==> src/rtl/regfile_pkg.sv <==
// Package: shared sizing defaults for the dual-write register file.
// Assumes the register count is a power of two so that every address code is valid.
package regfile_pkg;
    parameter int unsigned RF_DEPTH = 4;
    parameter int unsigned RF_WIDTH = 8;

    // Identifies which write port supplies a register's next value
    typedef enum logic { SRC_PORT_B = 1'b0, SRC_PORT_A = 1'b1 } wr_src_e;
endpackage

==> src/rtl/rf_wr_decoder.sv <==
// Module: rf_wr_decoder
// Turns one write port's address into a one-hot strobe per register, gated by
// the port's enable. Assumes DEPTH equals 2**AW.
module rf_wr_decoder #(
    parameter int unsigned DEPTH = regfile_pkg::RF_DEPTH,
    localparam int unsigned AW   = $clog2(DEPTH)
) (
    input  logic             en,
    input  logic [AW-1:0]    addr,
    output logic [DEPTH-1:0] hit
);
    // One comparator per register: strobe when enabled and the index matches
    for (genvar i = 0; i < DEPTH; i++) begin : g_hit
        assign hit[i] = en && (addr == AW'(i));
    end
endmodule

==> src/rtl/rf_reg_cell.sv <==
// Module: rf_reg_cell
// One storage word with a load enable and a two-way source selector.
// Port A's strobe steers the selector, so port A wins a shared write.
// Assumes a synchronous, active-low reset.
module rf_reg_cell
    import regfile_pkg::*;
#(
    parameter int unsigned W = RF_WIDTH
) (
    input  logic         clk,
    input  logic         rst_n,
    input  logic         ld_a,
    input  logic         ld_b,
    input  logic [W-1:0] d_a,
    input  logic [W-1:0] d_b,
    output logic [W-1:0] q
);
    wr_src_e      src;
    logic [W-1:0] next_word;
    logic         load;

    // Select the source: port A whenever its strobe is set
    always_comb begin
        src       = ld_a ? SRC_PORT_A : SRC_PORT_B;
        next_word = (src == SRC_PORT_A) ? d_a : d_b;
        load      = ld_a | ld_b;
    end

    // Storage: reset clears, otherwise load on enable, else hold
    always_ff @(posedge clk) begin
        if (!rst_n)
            q <= '0;
        else if (load)
            q <= next_word;
    end
endmodule

==> src/rtl/rf_rd_mux.sv <==
// Module: rf_rd_mux
// Combinational read port: returns the word of the register picked by addr.
// Assumes DEPTH equals 2**AW so that every code selects a register.
module rf_rd_mux #(
    parameter int unsigned DEPTH = regfile_pkg::RF_DEPTH,
    parameter int unsigned W     = regfile_pkg::RF_WIDTH,
    localparam int unsigned AW   = $clog2(DEPTH)
) (
    input  logic [DEPTH-1:0][W-1:0] regs,
    input  logic [AW-1:0]           addr,
    output logic [W-1:0]            data
);
    // Index into the register vector
    always_comb data = regs[addr];
endmodule

==> src/rtl/dual_wr_regfile.sv <==
// Module: dual_wr_regfile
// Register bank with two write ports (A has priority) and two combinational
// read ports. Writes land at the rising edge. Reads show pre-edge contents.
// Assumes a synchronous, active-low reset and DEPTH equal to a power of two.
module dual_wr_regfile
    import regfile_pkg::*;
#(
    parameter int unsigned DEPTH = RF_DEPTH,
    parameter int unsigned W     = RF_WIDTH,
    localparam int unsigned AW   = $clog2(DEPTH)
) (
    input  logic          clk,
    input  logic          rst_n,
    input  logic          wa_en,
    input  logic [AW-1:0] wa_addr,
    input  logic [W-1:0]  wa_data,
    input  logic          wb_en,
    input  logic [AW-1:0] wb_addr,
    input  logic [W-1:0]  wb_data,
    input  logic [AW-1:0] ra_addr,
    output logic [W-1:0]  ra_data,
    input  logic [AW-1:0] rb_addr,
    output logic [W-1:0]  rb_data
);
    logic [DEPTH-1:0]        hit_a;
    logic [DEPTH-1:0]        hit_b;
    logic [DEPTH-1:0][W-1:0] bank;

    rf_wr_decoder #(.DEPTH(DEPTH)) u_dec_a (.en(wa_en), .addr(wa_addr), .hit(hit_a));
    rf_wr_decoder #(.DEPTH(DEPTH)) u_dec_b (.en(wb_en), .addr(wb_addr), .hit(hit_b));

    // One storage cell per register
    for (genvar i = 0; i < DEPTH; i++) begin : g_cell
        rf_reg_cell #(.W(W)) u_cell (
            .clk  (clk),
            .rst_n(rst_n),
            .ld_a (hit_a[i]),
            .ld_b (hit_b[i]),
            .d_a  (wa_data),
            .d_b  (wb_data),
            .q    (bank[i])
        );
    end

    rf_rd_mux #(.DEPTH(DEPTH), .W(W)) u_rd_a (.regs(bank), .addr(ra_addr), .data(ra_data));
    rf_rd_mux #(.DEPTH(DEPTH), .W(W)) u_rd_b (.regs(bank), .addr(rb_addr), .data(rb_data));
endmodule

==> config.mk <==
export PLATFORM = sky130hd
export DESIGN_NAME = dual_wr_regfile
export DESIGN_NICKNAME = d
export VERILOG_FILES = /design/src/rtl/regfile_pkg.sv /design/src/rtl/rf_wr_decoder.sv /design/src/rtl/rf_reg_cell.sv /design/src/rtl/rf_rd_mux.sv /design/src/rtl/dual_wr_regfile.sv
export SDC_FILE = /design/constraint.sdc
export NUM_CORES = 1
export LEC_CHECK = 0
export BUFFER_PORTS_ARGS = -buffer_cell sky130_fd_sc_hd__buf_2
export CAP_MARGIN = 25
export CORE_MARGIN = 5
export CORE_UTILIZATION = 40
export DETAILED_ROUTE_END_ITERATION = 10
export PLACE_DENSITY = 0.67
export SLEW_MARGIN = 0
export SYNTH_ARGS = -nofsm -noshare
export SYNTH_HDL_FRONTEND = slang
export SYNTH_SLANG_ARGS = --single-unit
==> constraint.sdc <==
create_clock -name clk -period 1.92 [get_ports clk]
set_input_delay 0.288 -clock clk [delete_from_list [all_inputs] [get_ports clk]]
set_output_delay 0.288 -clock clk [all_outputs]
set_load 0.005 [all_outputs]
==> results of run 1 <==
## path summary, 6_finish.rpt
kind	slack [ns]	end	cells after the start
worst max register to register	1.24	g_cell[2].u_cell.q[1]$_SDFFE_PN0P_	2
worst min-delay path	0.29	g_cell[0].u_cell.q[7]$_SDFFE_PN0P_	3
worst max-delay path	0.34	rb_data[3]	3
worst min register to register	0.48	g_cell[3].u_cell.q[1]$_SDFFE_PN0P_	2
## kinds of logic after synthesis
group | after synthesis
and+or+nand+nor | 76
AOI/OAI and AO/OA | 64
DFF | 32
buffers and inverters | 19
muxes | 16
## Yosys cell counts (all sizes together)
| cell type | count | area (µm²) |
|---|---|---|
| a31oi | 32 | 206 |
| mux4 | 16 | 360 |
| nand2 | 64 | 240 |
| o21ai | 32 | 164 |
| nor3b | 1 | 12.5 |
| and3b | 2 | 17.5 |
| dfxtp | 32 | 641 |
| nand3 | 2 | 10.0 |
| buf | 15 | 78.8 |
| nand3b | 4 | 30.0 |
| and3 | 1 | 6.26 |
| clkbuf | 4 | 15.0 |
| or3b | 2 | 17.5 |
## layout by cell type (no fill, tap or decap)
cell type / n
a31oi_1: 31
a31oi_2: 1
and3_1: 1
and3b_1: 2
buf_2: 43
buf_4: 4
clkbuf_1: 2
clkbuf_8: 6
dfxtp_1: 32
mux4_2: 16
nand2_1: 64
nand3_1: 2
nand3b_1: 4
nor3b_2: 1
o21ai_0: 30
o21ai_1: 1
o21ai_2: 1
or3b_1: 2
## metal layers
metal	GRT usage (%)	wire, µm
met4	6.36	110
met1	26.3	2300
met2	29.0	2410
met3	5.97	484
met5	0	0
## layout make-up
type                       instances  area (µm²)
clock buffer                       8        90.1
sequential                        32         641
multi-input combinational        156        1060
tap                               52        65.1
timing repair buffer              47         245
fill                             449        2250
## tightest hold or removal path, stage by stage
cell     delay [ns]
buf_2          0.12
nand2_1        0.05
a31oi_1        0.07
## power by group through the flow
stage	clock, mW	sequential (mW)	combinational, mW
floorplan	0	0.745	0.181
global placement	0	0.754	0.274
detailed placement	0	0.756	0.282
CTS	0.553	0.742	0.283
global route	0.583	0.748	0.313
finish	0.534	0.741	0.281
==> impl_metrics.sql, run 1 <==
INSERT INTO impl_metrics (metric_group, metric, value, unit) VALUES
('status', 'outcome', 'complete, no violations', ''),
('placed_design', 'hpwl', '3560', 'µm'),
('grt', 'grtUsageTotal', '19.3', '%'),
('timing', 'final.setup_skew', '0', 'ns'),
('detailed_routing', 'wl_per_cell', '18.0', 'µm'),
('logic_synthesis', 'syn_nets', '235', ''),
('timing', 'max_slew.worst_pin.slew', '0.532', 'ns'),
('grt', 'grt_antenna_before_repair', '0', ''),
('pwr', 'power.density', '739', 'nW/µm²'),
('clocking', 'post_cts_hold_buffer_count', '0', ''),
('logic_synthesis', 'yosysSeqAreaShare', '35.6', '%'),
('detailed_routing', 'postRouteAntennaNets', '0', ''),
('floorplan', 'row_count', '24', ''),
('timing', 'rsz0062_at_grt', 'false', ''),
('setup_path', 'critical_path_class', 'in -> out', ''),
('finish', 'largest-register', 'g_cell.u_cell.q', ''),
('setup_path', 'cp-start-kind', 'input port', ''),
('detailed_routing', 'dr.pass1.iters', '4', ''),
('setup_path', 'worst_setup_path_end_kind', 'primary output', ''),
('placed_design', 'place_ws', '0.327', 'ns'),
('finish', 'syn2layout_area_growth', '17.0', '%'),
('detailed_routing', 'route.detailed.drc', '0', ''),
('floorplan', 'design.core.area', '4350', 'µm²'),
('placed_design', 'finalWeightedCongestion', '0.784', ''),
('detailed_routing', 'routed-via-count', '1736', ''),
('finish', 'final_net_count', '270', ''),
('finish', 'num_antenna_cells', '0', ''),
('detailed_routing', 'detailedRoute.firstIterationViolations', '184', ''),
('grt', 'grt_remaining_overflow', '0', ''),
('min_path', 'min_from', 'wb_data[7]', ''),
('logic_synthesis', 'synth_simple_gate_area_share', '18.6', '%'),
('clocking', 'postCtsSetupRepairBufs', '0', ''),
('grt', 'global_route_wire_length_before_repair', '8980', 'µm'),
('timing', 'worst_hold_slack', '0.293', 'ns'),
('logic_synthesis', 'synthCells', '207', ''),
('clocking', 'tritoncts_num_sinks', '32', ''),
('finish', 'largest_reg_flops', '32', ''),
('clocking', 'root_buffer', 'clkbuf_8', ''),
('finish', 'top_regs', 'g_cell.u_cell.q x32', ''),
('setup_path', 'slowest_delay', '0.56', 'ns'),
('clocking', 'clock_insertion_delay_worst_skew', '0.28', 'ns'),
('detailed_routing', 'routed_via_density', '5.88', ''),
('timing', 'setup-tns-final', '0', 'ns'),
('setup_path', 'worst_ep_arrival_time', '1.29', 'ns'),
('clocking', 'cts_buffers', '5', ''),
('setup_path', 'timing.critical_path.cells', 'buf_2 > mux4_2 > buf_2', ''),
('floorplan', 'die_x', '77.1', 'µm'),
('finish', 'layout-drive-gt1-share', '29.6', '%'),
('min_path', 'min-delay-path-class', 'in -> reg', ''),
('floorplan', 'die_h', '77.1', 'µm'),
('grt', 'grt_start_max_net_pins', '33', ''),
('pwr', 'switching_power', '420', 'µW'),
('pwr', 'sequentialPowerShare', '47.6', '%'),
('pwr', 'total_power', '1.56', 'mW'),
('timing', 'layout_worst_path_cycle_share', '82.3', '%'),
('floorplan', 'floorplan.initialDensity', '41.3', '%'),
('setup_path', 'path_delay_family', 'multiplexers', ''),
('finish', 'final_area', '2110', 'µm²'),
('placed_design', 'placed_cells', '287', ''),
('timing', 'period_minus_slack', '1.58', 'ns'),
('setup_path', 'worst_path_most_repeated_cell', 'buf_2', ''),
('setup_path', 'regToRegStartpoint', 'g_cell[2].u_cell.q[1]$_SDFFE_PN0P_', ''),
('logic_synthesis', 'post_synth_fa_ha_maj_area_fraction', '0', '%'),
('pwr', 'power_leakage', '0.799', 'nW'),
('logic_synthesis', 'synth_top_family_by_area', 'compound AO/OA/AOI/OAI gates', ''),
('timing', 'fmax', '0.633', 'GHz'),
('timing', 'final_max_slew_viol_count', '0', ''),
('logic_synthesis', 'synth-seq-cells', '32', ''),
('pwr', 'part_of_the_power_in_combinational_logic', '18.0', '%'),
('clocking', 'clkSlewWorstSetupHoldPaths', '0.06', 'ns'),
('timing', 'timing.final.setup_violations', '0', '');
No activity file was read; power rests on OpenSTA's default activity.
==> run 2, diff against run 1 <==
--- a/config.mk
+++ b/config.mk
@@ -10,7 +10,7 @@
 export CORE_MARGIN = 5
 export CORE_UTILIZATION = 40
 export DETAILED_ROUTE_END_ITERATION = 10
-export PLACE_DENSITY = 0.67
+export PLACE_DENSITY = 0.69
 export SLEW_MARGIN = 0
 export SYNTH_ARGS = -nofsm -noshare
 export SYNTH_HDL_FRONTEND = slang
==> constraint.sdc (replaced) <==
create_clock -name clk -period 1.29 [get_ports clk]
set_input_delay 0.1935 -clock clk [delete_from_list [all_inputs] [get_ports clk]]
set_output_delay 0.1935 -clock clk [all_outputs]
set_load 0.005 [all_outputs]
==> run 2 against run 1 <==
The flow now finishes with violations (negative setup slack). Die area is the same. Global-route usage grew 0.81 points. Sequential share of layout area shrank 0.50 points. Via count grew 4.6%. Sequential cell count is the same. Critical path depth shrank 1. First-iteration DRC count grew 33%. Sequential power grew 50%. Hold slack lost 0.11 ns.
==> impl_metrics.sql, run 2 (synthesis results as in run 1) <==
INSERT INTO impl_metrics (metric_group, metric, value, unit) VALUES
('status', 'outcome', 'finished with violations', ''),
('status', 'violations', 'negative setup slack', ''),
('grt', 'global_route_wire_length_before_repair', '9480', 'µm'),
('finish', 'top_regs', 'g_cell.u_cell.q x32', ''),
('detailed_routing', 'dr.pass1.iters', '5', ''),
('finish', 'layout-drive-gt1-share', '36.9', '%'),
('finish', 'ff_latch_area', '658', 'µm²'),
('detailed_routing', 'postRouteWirelength', '5580', 'µm'),
('finish', 'final_area', '2200', 'µm²'),
('pwr', 'sequentialPowerShare', '46.9', '%'),
('detailed_routing', 'postRouteAntennaNets', '0', ''),
('pwr', 'clock_power_share', '34.1', '%'),
('timing', 'rsz0062_at_grt', 'true', ''),
('floorplan', 'row_count', '24', ''),
('floorplan', 'die_x', '77.1', 'µm'),
('timing', 'fmax', '0.700', 'GHz'),
('placed_design', 'place_ws', '-0.000684', 'ns'),
('finish', 'largest_reg_flops', '32', ''),
('placed_design', 'finalWeightedCongestion', '0.767', ''),
('timing', 'final_max_slew_viol_count', '0', ''),
('pwr', 'part_of_the_power_in_combinational_logic', '19.0', '%'),
('detailed_routing', 'wl_per_cell', '18.5', 'µm'),
('pwr', 'total_power', '2.37', 'mW'),
('clocking', 'ctsHtreeMaxLevel', '2', ''),
('job', 'cap_viol_max_count', '0', ''),
('clocking', 'clkSlewWorstSetupHoldPaths', '0.07', 'ns'),
('finish', 'multi_input_gate_area', '1060', 'µm²'),
('grt', 'grt_antenna_before_repair', '0', ''),
('min_path', 'min-delay-path-class', 'in -> reg', ''),
('finish', 'final_cells', '301', ''),
('setup_path', 'worst_setup_path_end_kind', 'primary output', ''),
('clocking', 'root_buffer', 'clkbuf_8', ''),
('floorplan', 'design.core.area', '4350', 'µm²'),
('detailed_routing', 'routed-via-count', '1816', ''),
('finish', 'mostFrequentLayoutCells', '64 x nand2_1, 42 x buf_2, 31 x a31oi_1, 30 x o21ai_0, 18 x dfxtp_1', ''),
('pwr', 'int_pwr', '1.72', 'mW'),
('timing', 'max_slew.worst_pin.slew', '0.474', 'ns'),
('detailed_routing', 'routed_via_density', '6.03', ''),
('placed_design', 'standard_cell_area_after_detailed_placement', '2090', 'µm²'),
('clocking', 'tritoncts', 'built', ''),
('timing', 'max-slew-margin-rel', '68.4', '%'),
('finish', 'post-route-util', '50.5', '%'),
('finish', 'num_antenna_cells', '0', ''),
('timing', 'timing.final.ws_setup', '-0.138', 'ns'),
('clocking', 'clock_insertion_delay_worst_skew', '0.29', 'ns'),
('timing', 'layout_worst_path_cycle_share', '111', '%'),
('grt', 'grt_start_max_net_pins', '33', ''),
('setup_path', 'worst_ep_arrival_time', '1.23', 'ns'),
('timing', 'timing_hold_violations_final', '0', ''),
('clocking', 'post_cts_hold_buffer_count', '0', ''),
('finish', 'mostFrequentLayoutCell', 'nand2_1', ''),
('floorplan', 'die_area', '5940', 'µm²'),
('placed_design', 'hpwl', '3670', 'µm'),
('grt', 'grtUsageTotal', '20.1', '%'),
('placed_design', 'portbufs', '43', ''),
('timing', 'timing.final.setup_violations', '16', ''),
('clocking', 'cts_buffers', '5', ''),
('pwr', 'switching_power', '650', 'µW'),
('pwr', 'power.density', '1080', 'nW/µm²'),
('floorplan', 'number_of_i_o_pins', '44', ''),
('floorplan', 'die_h', '77.1', 'µm'),
('detailed_routing', 'route.detailed.drc', '0', ''),
('pwr', 'p_sw_share', '27.4', '%'),
('placed_design', 'placed_cells', '293', ''),
('setup_path', 'timing.critical_path.fanout_max', '3', ''),
('finish', 'largest-register', 'g_cell.u_cell.q', ''),
('clocking', 'tritoncts_num_sinks', '32', ''),
('floorplan', 'floorplan.initialDensity', '41.3', '%'),
('timing', 'period_minus_slack', '1.43', 'ns'),
('grt', 'grt_remaining_overflow', '0', ''),
('setup_path', 'critical_path_class', 'reg -> out', ''),
('timing', 'final.setup_skew', '0', 'ns'),
('finish', 'fillers', '414', ''),
('clocking', 'clockBufferDepth', '2', ''),
('setup_path', 'cp-start-kind', 'flop', ''),
('finish', 'final_net_count', '276', ''),
('finish', 'syn2layout_area_growth', '22.3', '%'),
('setup_path', 'worst-endpoint-required', '1.10', 'ns'),
('pwr', 'power_leakage', '0.842', 'nW'),
('pwr', 'worst_ir_drop_vdd', '382', 'µV'),
('grt', 'first_global_vias', '1819', ''),
('detailed_routing', 'detailedRoute.firstIterationViolations', '244', '');
run 2: cell types whose count changed in the layout (fill, tap and decap cells not counted), sizes merged:
cell,before,now
buf,47,53
run 2: power groups by stage:
stage,combinational [mW],sequential (mW),clock [mW]
2_1_floorplan,0.270,1.11,0
3_3_place_gp,0.430,1.12,0
3_5_place_dp,0.442,1.13,0
4_1_cts,0.444,1.11,0.810
5_1_grt,0.499,1.12,0.849
6_report,0.450,1.11,0.807
run 2: timing repair:
item,in CTS,in global routing
resized for setup,11,4
setup buffers,0,0
setup endpoints to repair,16,16
run 2: area by class of cell:
type | count | share of cell area (%)
multi-input cells | 156 | 48.4
clock buffers | 8 | 4.10
flip-flops and latches | 32 | 29.9
well taps | 52 | 2.96
repair buffers | 53 | 14.6
run 2: routing by layer:
metal  vias up  part of all wire (%)  GRT usage (%)
li1        845                     -              -
met2       108                    47           30.4
met4         0                   2.4           8.25
met1       849                    42           27.7
met5         -                     0              0
met3        14                   8.9           4.45
run 2: critical path, stage by stage, from the launching register on:
cell,delay (ns)
dfxtp_2,0.33
mux4_2,0.47
buf_2,0.14
run 2: final timing paths:
check	startpoint	end	slack, ns	depth (start not counted)
worst max-delay path	g_cell[3].u_cell.q[6]$_SDFFE_PN0P_	ra_data[6]	-0.14	2
worst min register to register	g_cell[3].u_cell.q[1]$_SDFFE_PN0P_	g_cell[3].u_cell.q[1]$_SDFFE_PN0P_	0.48	2
worst max register to register	g_cell[3].u_cell.q[2]$_SDFFE_PN0P_	g_cell[3].u_cell.q[2]$_SDFFE_PN0P_	0.56	2
worst min-delay path	wb_data[7]	g_cell[0].u_cell.q[7]$_SDFFE_PN0P_	0.19	3
run 2: stage by stage:
stage / TNS [ns] / hold WS (ns)
after floorplan: 0 / 0.332
after global placement: 0 / 0.468
after detailed placement: -0.00134 / 0.477
after CTS: -1.86 / 0.185
after global routing: -2.35 / 0.207
final: -1.81 / 0.187
